<file path="config.mk">
export PLATFORM = sky130hd
export DESIGN_NAME = i2c_addr_event
export DESIGN_NICKNAME = d
export VERILOG_FILES = /design/src/rtl/i2c_sad_pkg.sv /design/src/rtl/sad_shift.sv /design/src/rtl/sad_fsm.sv /design/src/rtl/sad_regs.sv /design/src/rtl/i2c_addr_event.sv
export SDC_FILE = /design/constraint.sdc
export NUM_CORES = 1
export LEC_CHECK = 0
export ABC_AREA = 1
export BUFFER_PORTS_ARGS = -buffer_cell sky130_fd_sc_hd__buf_2
export CAP_MARGIN = 15
export CORE_MARGIN = 5
export CORE_UTILIZATION = 54
export CTS_CLUSTER_SIZE = 28
export DETAILED_ROUTE_END_ITERATION = 10
export PLACE_DENSITY = 0.84
export SLEW_MARGIN = 10
export SYNTH_ARGS = -nofsm -noshare
export SYNTH_HDL_FRONTEND = slang
export SYNTH_SLANG_ARGS = --single-unit
</file>
<file path="constraint.sdc">
create_clock -name clk -period 1.6 [get_ports clk]
set_clock_uncertainty 0.15 [all_clocks]
set_input_delay 0.24 -clock clk [delete_from_list [all_inputs] [get_ports clk]]
set_output_delay 0.24 -clock clk [all_outputs]
set_load 0.01 [all_outputs]
</file>
<file path="src/rtl/i2c_sad_pkg.sv">
package i2c_sad_pkg;

    typedef enum logic [2:0] {
        ST_IDLE,
        ST_ADDR,
        ST_ADDR_ACK,
        ST_DATA,
        ST_DATA_ACK,
        ST_STALL,
        ST_SKIP
    } sad_state_t;

    localparam int SEL_W = 2;
    localparam logic [SEL_W-1:0] SEL_CTRL = 2'd0;
    localparam logic [SEL_W-1:0] SEL_OWN  = 2'd1;
    localparam logic [SEL_W-1:0] SEL_STAT = 2'd2;
    localparam logic [SEL_W-1:0] SEL_PEND = 2'd3;

    localparam int BIT_MATCH = 10;
    localparam int BIT_GCALL = 9;
    localparam int BIT_SSTOP = 8;
    localparam int BIT_ACK   = 0;
    localparam int BIT_PEND  = 0;
    localparam int BIT_REL   = 1;
    localparam int BIT_IEN   = 5;

endpackage

</file>
<file path="src/rtl/sad_shift.sv">
module sad_shift #(
    parameter int BYTE_W = 8
) (
    input  logic              clk,
    input  logic              rst_n,
    input  logic              shift_clr,
    input  logic              shift_en,
    input  logic              bit_in,
    output logic [BYTE_W-1:0] byte_nxt,
    output logic              last_bit
);
    localparam int CNT_W = $clog2(BYTE_W + 1);

    logic [BYTE_W-1:0] sh_q;
    logic [CNT_W-1:0]  cnt_q;

    always_ff @(posedge clk or negedge rst_n) begin
        if (!rst_n) begin
            sh_q  <= '0;
            cnt_q <= '0;
        end else if (shift_clr) begin
            sh_q  <= '0;
            cnt_q <= '0;
        end else if (shift_en) begin
            sh_q  <= byte_nxt;
            cnt_q <= cnt_q + 1'b1;
        end
    end

    always_comb begin
        byte_nxt = {sh_q[BYTE_W-2:0], bit_in};
        last_bit = (cnt_q == CNT_W'(BYTE_W - 1));
    end

    // the counter never runs past one full byte before the ack clears it
    p_cnt_bound_r5: assert property (@(posedge clk) disable iff (!rst_n)
        cnt_q <= CNT_W'(BYTE_W));

endmodule

</file>
<file path="src/rtl/sad_fsm.sv">
module sad_fsm
    import i2c_sad_pkg::*;
#(
    parameter int BYTE_W = 8
) (
    input  logic              clk,
    input  logic              rst_n,
    input  logic              bit_valid,
    input  logic              start_det,
    input  logic              stop_det,
    input  logic              release_req,
    input  logic [BYTE_W-2:0] own_hi,
    input  logic [BYTE_W-1:0] byte_nxt,
    input  logic              last_bit,
    output logic              shift_en,
    output logic              shift_clr,
    output logic              ev_match,
    output logic              ev_gcall,
    output logic              ev_sstop,
    output logic              ack_we,
    output logic              hold_set,
    output sad_state_t        state
);
    sad_state_t st_q, st_d;
    logic       rw_q;
    logic       addressed;

    always_ff @(posedge clk or negedge rst_n) begin
        if (!rst_n) st_q <= ST_IDLE;
        else        st_q <= st_d;
    end

    always_ff @(posedge clk or negedge rst_n) begin
        if (!rst_n)         rw_q <= 1'b0;
        else if (start_det) rw_q <= 1'b0;
        else if (ev_match)  rw_q <= byte_nxt[0];
        else if (ev_gcall)  rw_q <= 1'b0;
    end

    always_comb begin
        addressed = (st_q == ST_ADDR_ACK) || (st_q == ST_DATA) ||
                    (st_q == ST_DATA_ACK) || (st_q == ST_STALL);
        st_d      = st_q;
        shift_en  = 1'b0;
        shift_clr = 1'b0;
        ev_match  = 1'b0;
        ev_gcall  = 1'b0;
        ev_sstop  = 1'b0;
        ack_we    = 1'b0;
        hold_set  = 1'b0;
        if (start_det) begin
            st_d      = ST_ADDR;
            shift_clr = 1'b1;
        end else if (stop_det) begin
            st_d     = ST_IDLE;
            ev_sstop = addressed && !rw_q;
        end else begin
            unique case (st_q)
                ST_IDLE, ST_SKIP: ;
                ST_ADDR: begin
                    if (bit_valid) begin
                        shift_en = 1'b1;
                        if (last_bit) begin
                            if (byte_nxt == '0) begin
                                ev_gcall = 1'b1;
                                st_d     = ST_ADDR_ACK;
                            end else if (byte_nxt[BYTE_W-1:1] == own_hi) begin
                                ev_match = 1'b1;
                                st_d     = ST_ADDR_ACK;
                            end else begin
                                st_d = ST_SKIP;
                            end
                        end
                    end
                end
                ST_ADDR_ACK, ST_DATA_ACK: begin
                    if (bit_valid) begin
                        ack_we    = 1'b1;
                        hold_set  = 1'b1;
                        shift_clr = 1'b1;
                        st_d      = ST_STALL;
                    end
                end
                ST_DATA: begin
                    if (bit_valid) begin
                        shift_en = 1'b1;
                        if (last_bit) st_d = ST_DATA_ACK;
                    end
                end
                ST_STALL: begin
                    if (release_req) st_d = ST_DATA;
                end
                default: st_d = ST_IDLE;
            endcase
        end
    end

    assign state = st_q;

    // every START opens address collection
    p_start_to_addr_r2: assert property (@(posedge clk) disable iff (!rst_n)
        start_det |=> (st_q == ST_ADDR));

    // an ignored address raises nothing until the next START
    p_skip_quiet_r4: assert property (@(posedge clk) disable iff (!rst_n)
        (st_q == ST_SKIP) |-> (!ev_match && !ev_gcall && !hold_set && !ev_sstop));

    // bits in the stall state are never shifted
    p_stall_no_shift_r6: assert property (@(posedge clk) disable iff (!rst_n)
        (st_q == ST_STALL) |-> !shift_en);

endmodule

</file>
<file path="src/rtl/sad_regs.sv">
module sad_regs
    import i2c_sad_pkg::*;
#(
    parameter int REG_W  = 16,
    parameter int BYTE_W = 8
) (
    input  logic              clk,
    input  logic              rst_n,
    input  logic              reg_wr,
    input  logic [SEL_W-1:0]  reg_sel,
    input  logic [REG_W-1:0]  reg_wdata,
    input  logic              start_det,
    input  logic              ev_match,
    input  logic              ev_gcall,
    input  logic              ev_sstop,
    input  logic              ack_we,
    input  logic              ack_bit,
    input  logic              hold_set,
    output logic [REG_W-1:0]  reg_rdata,
    output logic [BYTE_W-2:0] own_hi,
    output logic              match_q,
    output logic              gcall_q,
    output logic              sstop_q,
    output logic              ack_q,
    output logic              hold_q,
    output logic              release_req,
    output logic              irq
);
    logic [REG_W-1:0] ctrl_q;
    logic             pend_q;
    logic             wr_ctrl, wr_own, wr_stat, wr_pend, any_ev;

    always_comb begin
        wr_ctrl     = reg_wr && (reg_sel == SEL_CTRL);
        wr_own      = reg_wr && (reg_sel == SEL_OWN);
        wr_stat     = reg_wr && (reg_sel == SEL_STAT);
        wr_pend     = reg_wr && (reg_sel == SEL_PEND);
        release_req = wr_pend && reg_wdata[BIT_REL];
        any_ev      = ev_match || ev_gcall || ev_sstop;
    end

    always_ff @(posedge clk or negedge rst_n) begin
        if (!rst_n) begin
            ctrl_q <= '0;
            own_hi <= '0;
        end else begin
            if (wr_ctrl) ctrl_q <= reg_wdata;
            if (wr_own)  own_hi <= reg_wdata[BYTE_W-1:1];
        end
    end

    always_ff @(posedge clk or negedge rst_n) begin
        if (!rst_n) begin
            match_q <= 1'b0;
            gcall_q <= 1'b0;
            sstop_q <= 1'b0;
            ack_q   <= 1'b0;
        end else begin
            if (ev_match)
                match_q <= 1'b1;
            else if (start_det || (wr_stat && reg_wdata[BIT_MATCH]))
                match_q <= 1'b0;
            if (ev_gcall)
                gcall_q <= 1'b1;
            else if (start_det || (wr_stat && reg_wdata[BIT_GCALL]))
                gcall_q <= 1'b0;
            if (ev_sstop)
                sstop_q <= 1'b1;
            else if (wr_stat && reg_wdata[BIT_SSTOP])
                sstop_q <= 1'b0;
            if (ack_we) ack_q <= ack_bit;
        end
    end

    always_ff @(posedge clk or negedge rst_n) begin
        if (!rst_n) begin
            pend_q <= 1'b0;
            hold_q <= 1'b0;
        end else begin
            if (any_ev)
                pend_q <= 1'b1;
            else if (wr_pend && reg_wdata[BIT_PEND])
                pend_q <= 1'b0;
            if (hold_set)
                hold_q <= 1'b1;
            else if (release_req)
                hold_q <= 1'b0;
        end
    end

    always_comb begin
        reg_rdata = '0;
        unique case (reg_sel)
            SEL_CTRL: reg_rdata = ctrl_q;
            SEL_OWN:  reg_rdata[BYTE_W-1:0] = {own_hi, 1'b0};
            SEL_STAT: begin
                reg_rdata[BIT_MATCH] = match_q;
                reg_rdata[BIT_GCALL] = gcall_q;
                reg_rdata[BIT_SSTOP] = sstop_q;
                reg_rdata[BIT_ACK]   = ack_q;
            end
            SEL_PEND: begin
                reg_rdata[BIT_PEND] = pend_q;
                reg_rdata[BIT_REL]  = hold_q;
            end
            default: reg_rdata = '0;
        endcase
        irq = pend_q && ctrl_q[BIT_IEN];
    end

    // a clear with no event in the same cycle empties the pending bit
    p_pend_w1c_r8: assert property (@(posedge clk) disable iff (!rst_n)
        (wr_pend && reg_wdata[BIT_PEND] && !any_ev) |=> !pend_q);

    // any accepted event leaves the pending bit set
    p_event_pends_r2: assert property (@(posedge clk) disable iff (!rst_n)
        any_ev |=> pend_q);

    // the hold only drops on a release write
    p_hold_sticky_r6: assert property (@(posedge clk) disable iff (!rst_n)
        (hold_q && !release_req) |=> hold_q);

    // START wipes the address flags
    p_start_clears_r10: assert property (@(posedge clk) disable iff (!rst_n)
        start_det |=> (!match_q && !gcall_q));

endmodule

</file>
<file path="src/rtl/i2c_addr_event.sv">
module i2c_addr_event
    import i2c_sad_pkg::*;
#(
    parameter int REG_W  = 16,
    parameter int BYTE_W = 8
) (
    input  logic             clk,
    input  logic             rst_n,
    input  logic             bit_valid,
    input  logic             bit_data,
    input  logic             start_det,
    input  logic             stop_det,
    input  logic             reg_wr,
    input  logic [1:0]       reg_sel,
    input  logic [REG_W-1:0] reg_wdata,
    output logic [REG_W-1:0] reg_rdata,
    output logic             addr_hit,
    output logic             gen_call,
    output logic             slave_stop,
    output logic             ack_level,
    output logic             irq,
    output logic             scl_hold
);
    logic [BYTE_W-1:0] byte_nxt;
    logic [BYTE_W-2:0] own_hi;
    logic              last_bit, shift_en, shift_clr;
    logic              ev_match, ev_gcall, ev_sstop, ack_we, hold_set, release_req;
    sad_state_t        state;

    sad_shift #(.BYTE_W(BYTE_W)) u_shift (
        .clk       (clk),
        .rst_n     (rst_n),
        .shift_clr (shift_clr),
        .shift_en  (shift_en),
        .bit_in    (bit_data),
        .byte_nxt  (byte_nxt),
        .last_bit  (last_bit)
    );

    sad_fsm #(.BYTE_W(BYTE_W)) u_fsm (
        .clk         (clk),
        .rst_n       (rst_n),
        .bit_valid   (bit_valid),
        .start_det   (start_det),
        .stop_det    (stop_det),
        .release_req (release_req),
        .own_hi      (own_hi),
        .byte_nxt    (byte_nxt),
        .last_bit    (last_bit),
        .shift_en    (shift_en),
        .shift_clr   (shift_clr),
        .ev_match    (ev_match),
        .ev_gcall    (ev_gcall),
        .ev_sstop    (ev_sstop),
        .ack_we      (ack_we),
        .hold_set    (hold_set),
        .state       (state)
    );

    sad_regs #(.REG_W(REG_W), .BYTE_W(BYTE_W)) u_regs (
        .clk         (clk),
        .rst_n       (rst_n),
        .reg_wr      (reg_wr),
        .reg_sel     (reg_sel),
        .reg_wdata   (reg_wdata),
        .start_det   (start_det),
        .ev_match    (ev_match),
        .ev_gcall    (ev_gcall),
        .ev_sstop    (ev_sstop),
        .ack_we      (ack_we),
        .ack_bit     (bit_data),
        .hold_set    (hold_set),
        .reg_rdata   (reg_rdata),
        .own_hi      (own_hi),
        .match_q     (addr_hit),
        .gcall_q     (gen_call),
        .sstop_q     (slave_stop),
        .ack_q       (ack_level),
        .hold_q      (scl_hold),
        .release_req (release_req),
        .irq         (irq)
    );

    // the stall state always has SCL held
    p_stall_holds_scl_r6: assert property (@(posedge clk) disable iff (!rst_n)
        (state == ST_STALL) |-> scl_hold);

    // a general call never reports an address match
    p_gcall_excludes_hit_r3: assert property (@(posedge clk) disable iff (!rst_n)
        !(addr_hit && gen_call));

endmodule

</file>
* After elaboration in Yosys (flattened, before gate mapping)
Index checks and enable logic that the tools add are counted.
** Word-level totals
- Register bits after elaboration :: 44
- Input bits :: 25
- Output and inout port bits :: 22
- Word-level logic and storage cells :: 120
** Cells by class
- Add/subtract/negate cells :: 1
- Eq/ne operators :: 18
- Muxes and demuxes :: 56
- Reduce and logical (&&, ||, !) cells :: 33
** Operators with widths (number)
- 2-to-1 mux 1 bit :: 36
- 2-to-1 mux 3 bit :: 10
- inequality test 4 bit (second input constant) :: 6
- case mux 3 bit (5 select lines) :: 1
- 2-to-1 mux 7 bit :: 2
- case mux 6 bit (2 select lines) :: 1
- nonzero test 2 bit :: 6
- logical AND 1 bit :: 11
- == test 3 bit (second input constant) :: 3
- logical NOT 8 bit :: 1
- 2-to-1 mux 4 bit :: 2
- == test 7 bit :: 1
- logical OR 1 bit :: 7
- AND reduction 7 bit :: 1
- == test 3 x 2 -> 1 bit (second input constant) :: 2
- case mux 3 bit (2 select lines) :: 1
- OR reduction 2 bit :: 3
- 2-to-1 mux 5 bit :: 1
- adder 4 x 1 -> 4 bit (second input constant) :: 1
- == test 2 bit (second input constant) :: 2
- == test 4 x 3 -> 1 bit (second input constant) :: 1
- case mux 1 bit (4 select lines) :: 1
- == test 3 x 1 -> 1 bit (second input constant) :: 1
- logical NOT 3 bit :: 1
- 6 further kinds :: 6

* Logic depth before layout (Yosys ltp)
- Depth after elaboration :: 11
- Gate-level depth with buffers :: 10
- Gate-level depth less buffers :: 10

* Hierarchy
A second synthesis with hierarchy kept.
** Unflattened totals
- Cell total of the unflattened synthesis :: 346
- Area, all modules :: 2519.9 um2
** By module, submodules not included
- sad_regs :: times used 1, cells an instance 191, area an instance 1480.2 um2, seq. area each 725.7 um2
- sad_fsm :: times used 1, cells an instance 102, area an instance 551.8 um2, seq. area each 100.1 um2
- sad_shift :: times used 1, cells an instance 53, area an instance 488.0 um2, seq. area each 275.3 um2

* Worst setup path before layout
OpenSTA, ideal clock, no wires.
- Kind :: register to register
- Start :: register u_fsm.st_q[0], in the netlist u_fsm.state[0]
- End :: register u_fsm.rw_q
- Setup time :: 0.117 ns
- Arrival time :: 1.122 ns
- Required time :: 1.333 ns
- Slack :: 0.211 ns
- Cell stages (with the launch flop) :: 10
- Buffers on the path :: 0
- Clock period less this slack :: 1.389 ns
- Cell sequence :: dfrtp_1 inv_2 nor2_4 nand3_2 clkinv_2 nand2_1 nor2_2 nand2_1 nand3_1 nand2_1
** On the way
- Word-level cells in the longest chain between the ends :: 6
- Elaborated cells on any way between the ends :: 10
- Those cells by class :: eq/ne (1); mux (8); reduce/logical (1)
** Ends and longest elaborated chain
- start, declared :: RTL line sad_fsm.sv:24 : sad_state_t st_q, st_d;
- start signal, assigned :: RTL line sad_fsm.sv:30 : else st_q <= st_d;
- == test 3 x 1 -> 1 bit * :: RTL line sad_fsm.sv:58 : unique case (st_q)
- 2-to-1 mux 1 bit :: RTL line sad_fsm.sv:58
- 2-to-1 mux 1 bit :: RTL line sad_fsm.sv:54 : end else if (stop_det) begin
- 2-to-1 mux 1 bit :: RTL line sad_fsm.sv:51 : if (start_det) begin
- 2-to-1 mux 1 bit :: RTL line sad_fsm.sv:36 : else if (ev_match) rw_q <= byte_nxt[0];
- 2-to-1 mux 1 bit :: RTL line sad_fsm.sv:35 : else if (start_det) rw_q <= 1'b0;
- end signal, assigned :: RTL line sad_fsm.sv:36
- end, declared :: RTL line sad_fsm.sv:25 : logic rw_q;
Every way passes the cells marked *; elsewhere a longest branch is shown, timed or not.
A chain may end at the register's enable or synchronous reset.

* Worst setup path in the final report
- Start :: register u_shift.cnt_q[0]
- End :: register u_fsm.rw_q
** On the way
- Word-level cells in the longest chain between the ends :: 8
- Elaborated cells on any way between the ends :: 14
- Those cells by class :: eq/ne (1); mux (12); reduce/logical (1)
** Ends and longest elaborated chain
- start, declared :: RTL line sad_shift.sv:15 : logic [CNT_W-1:0] cnt_q;
- start signal, assigned :: RTL line sad_shift.sv:26 : cnt_q <= cnt_q + 1'b1;
- == test 4 x 3 -> 1 bit * :: RTL line sad_shift.sv:32 : last_bit = (cnt_q == CNT_W'(BYTE_W - 1));
- 2-to-1 mux 1 bit :: RTL line sad_fsm.sv:63 : if (last_bit) begin
- 2-to-1 mux 1 bit :: RTL line sad_fsm.sv:61 : if (bit_valid) begin
- 2-to-1 mux 1 bit :: RTL line sad_fsm.sv:58
- 2-to-1 mux 1 bit :: RTL line sad_fsm.sv:54
- 2-to-1 mux 1 bit :: RTL line sad_fsm.sv:51
- 2-to-1 mux 1 bit :: RTL line sad_fsm.sv:36
- 2-to-1 mux 1 bit :: RTL line sad_fsm.sv:35
Marks and branches as above.

==> impl_results.md <==
- Status: complete, no violations
- Clock Latency Late Sink: 300 ps
- Row count: 23
- Initial core utilization: 0.5593
- Synth top cells by count: 73 x nand2_1, 44 x dfrtp_1, 37 x inv_1
- IO Port Bufs: 46
- DRT Pass-1 Iters: 4
- Die height: between 70 and 80 µm
- Slew HR: 0.8265
- Fillers: approximately 300
- First-pass GRT wire length: 8.790 mm
- Hold Crit Depth: 3
- Routed WL: 5.646 mm
- Final WS setup: 37.03 ps
- Pwr dens: 989.2 mW/mm²
- Origin of the worst min-delay path: reg_wdata[15]
- Hold EP: u_regs.ctrl_q[15]$_DFFE_PN0P_
- RR Startpoint: u_shift.cnt_q[0]$_DFFE_PN0P_
- Die footprint: about 0.0055 mm²
- Clock Tree Root: clkbuf_8
- Clock Pin Slew Worst Setup and Hold Paths: 80 ps
- Synth Register Bits: 44
- Top post-synthesis cells by area: dfrtp_1 49%, nand2_1 12%, inv_1 6.2%
- Worst Path Max Fanout: 3
- Critical path arrival: 1600 ps
- Vias/cell: 5.332
- Via count: 2106
- Max VDD drop: 0.4519 mV
- Post-layout min period: 1563 ps
- Post-synth top area cell: dfrtp_1
- Synth Cell Area: 0.002237 mm²
- Count of flip-flops with a built-in enable after synthesis: 0
- Reg area: approximately 0.0011 mm²
- Synth Instances: 282
- Area after DPL: 0.002611 mm²
- Multi-input gate area: 985.9 µm²
- P_leak: 1.516 nW
- Worst-margin pin slew: 257.5 ps
- I/O pin cnt: 47
- R2r worst-path depth: 8
- Fin cells: 395
- Core ar.: 0.004000 mm²
- Initial DRC Count: 216
- Pins over their slew limit: 0
- Worst flop-to-flop path endpoint: u_fsm.rw_q$_DFFE_PN0P_
- Synth top area share: 0.4922
- FMAX: 639.8 MHz
- Req. time, crit path: 1640 ps
- Num CTS Buffers: 5
- Post-synthesis net count: 308
- Tcrit/Tclk final: 0.9769
- Post-route DRC: 0
- Die Wd: 74.37 µm
- Fin. Hold Viols: 0
- Post-synth cell types: 29
- HP Class: in2reg
- Register area share after synthesis: 0.4922
- Final GP Congestion: 0.8487
- Final net count: between 300 and 400
- Kind of launch point of the worst setup path: register
- H-tree Lvls: 2
- Final setup violation count: 0
- GRT Resource Usage Total: 0.2072
- Post-route cell area: 0.002803 mm²
- Endpoint class of the critical path: register
- Placed insts: ~380
- Total chip power: 2.772 mW
- Antenna violations before repair: 0
- Reg2reg setup slack: 40 ps
- TritonCTS clock tree: yes
- Post-DP HPWL: 4.041 mm
- ANT nets after route: 0
- Clk sinks: 44
- Primary FF master, synth: dfrtp_1
- Synth warnings: 0
- Largest net degree at the start of global routing: 45
- Clock Tree Buf Depth: 2
- Worst slack at placement: between 60 and 70 ps
- Maxcap violations: 0
- Synthesized area per cell: roughly 8 µm²
- Most common cell in the netlist: nand2_1
- Synthesis-to-finish area growth: 25.28%
- Total global routing overflow: 0
- Share of cells above drive strength 1: 0.2609
- Avg WL per Cell: around 14 µm
- Post-synth ARST share: 1.000
- CP Class: reg2reg
- Final hold slack: between 40 and 50 ps
- Number of global-route vias before repair: between 1.5k and 2k
- Diode count: 0
==> sequential cells by signal, indices dropped and copies added (netlist names), 3 cells and up <==
name           cells
u_regs.ctrl_q     16
u_regs.own_hi      7
u_shift.cnt_q      4
u_fsm.state        3
u_shift.sh_q       7
==> kinds of logic (layout without fill, tap and decap cells) <==
family                   after synthesis  after routing  synth area share
AO/OA/AOI/OAI                         49             49            0.1281
XOR/XNOR                               6              6           0.02349
adder cells (fa/ha/maj)                1              1          0.005592
buffers and inverters                 47            110           0.08109
flip-flops                            44             44            0.4922
multiplexers                           1              1          0.005033
AND/OR/NAND/NOR                      134            134            0.2645
==> metal layers <==
| layer | track usage | wire [µm] | vias to the layer above |
|---|---|---|---|
| met5 | 0 | 0 | - |
| met4 | 0.08893 | 86 | 0 |
| met3 | 0.04865 | 454 | 11 |
| met2 | 0.3298 | 2703 | 91 |
| met1 | 0.2712 | 2402 | 976 |
| li1 | - | - | 1028 |
==> stage by stage <==
| stage | TNS, ps | utilization |
|---|---|---|
| after floorplan | 0 | - |
| after global placement | 0 | 0.6528 |
| after detailed placement | 0 | 0.6528 |
| after CTS | 0 | 0.6869 |
| after global routing | -60.92 | 0.7007 |
| final | 0 | 0.7007 |
==> worst max-delay path by stage <==
stage,start,end,slack [ps]
after global placement,u_fsm.state[2]$_DFFE_PN0P_,u_shift.sh_q[2]$_DFFE_PN0P_,140
after global routing,u_shift.cnt_q[0]$_DFFE_PN0P_,u_fsm.rw_q$_DFFE_PN0P_,-60
after floorplan,u_fsm.state[0]$_DFFE_PN0P_,u_fsm.rw_q$_DFFE_PN0P_,210
after CTS,u_shift.cnt_q[1]$_DFFE_PN0P_,u_fsm.rw_q$_DFFE_PN0P_,40
final,u_shift.cnt_q[0]$_DFFE_PN0P_,u_fsm.rw_q$_DFFE_PN0P_,40
after detailed placement,u_shift.cnt_q[0]$_DFFE_PN0P_,u_fsm.rw_q$_DFFE_PN0P_,70
==> placed cells by master, fill, tap and decap left out, drive strengths merged <==
master	n
a21boi	1
buf	60
clkbuf	7
bufinv	1
a22o	6
xnor2	3
o22ai	7
o211ai	3
dfrtp	44
nand3	18
mux2	1
dlygate4sd3	1
xor2	3
ha	1
o21ai	25
nor3	2
inv	40
clkinv	1
nand3b	1
a21oi	7
nor2	32
nand2	75
nand4	6
==> worst max-delay path, stage by stage, from the launching register on <==
cell and delay (ps):
dfrtp_1 380, ha_2 220, nand3_2 120, nor2_2 140
nand2_1 70, nor2_2 130, nand2_2 90, nand3_1 90
nand2_1 60
==> cell type report <==
| cell class | instances | share of cell area |
|---|---|---|
| Clock buffer | 7 | 0.03437 |
| Inverter | 41 | 0.05536 |
| Clock inverter | 1 | 0.01071 |
| Multi-Input combinational cell | 191 | 0.3518 |
| Sequential cell | 44 | 0.3933 |
| Tap cell | 50 | 0.02232 |
| Timing Repair Buffer | 61 | 0.1321 |
==> report_power, final <==
part           switching, mW  total (mW)  internal, mW
Sequential            0.0880        1.32          1.23
Combinational          0.306       0.524         0.218
Clock                  0.381       0.932         0.551
Total                  0.775        2.77          2.00
==> what timing repair did <==
| item | in CTS | in global routing |
|---|---|---|
| endpoints found under the hold margin | 44 | 0 |
| gates resized for setup | 0 | 10 |
| hold buffers | 1 | 0 |
| setup buffers | 0 | 3 |
| endpoints found under the setup margin | 0 | 15 |
Power figures use the tool's default switching activity.
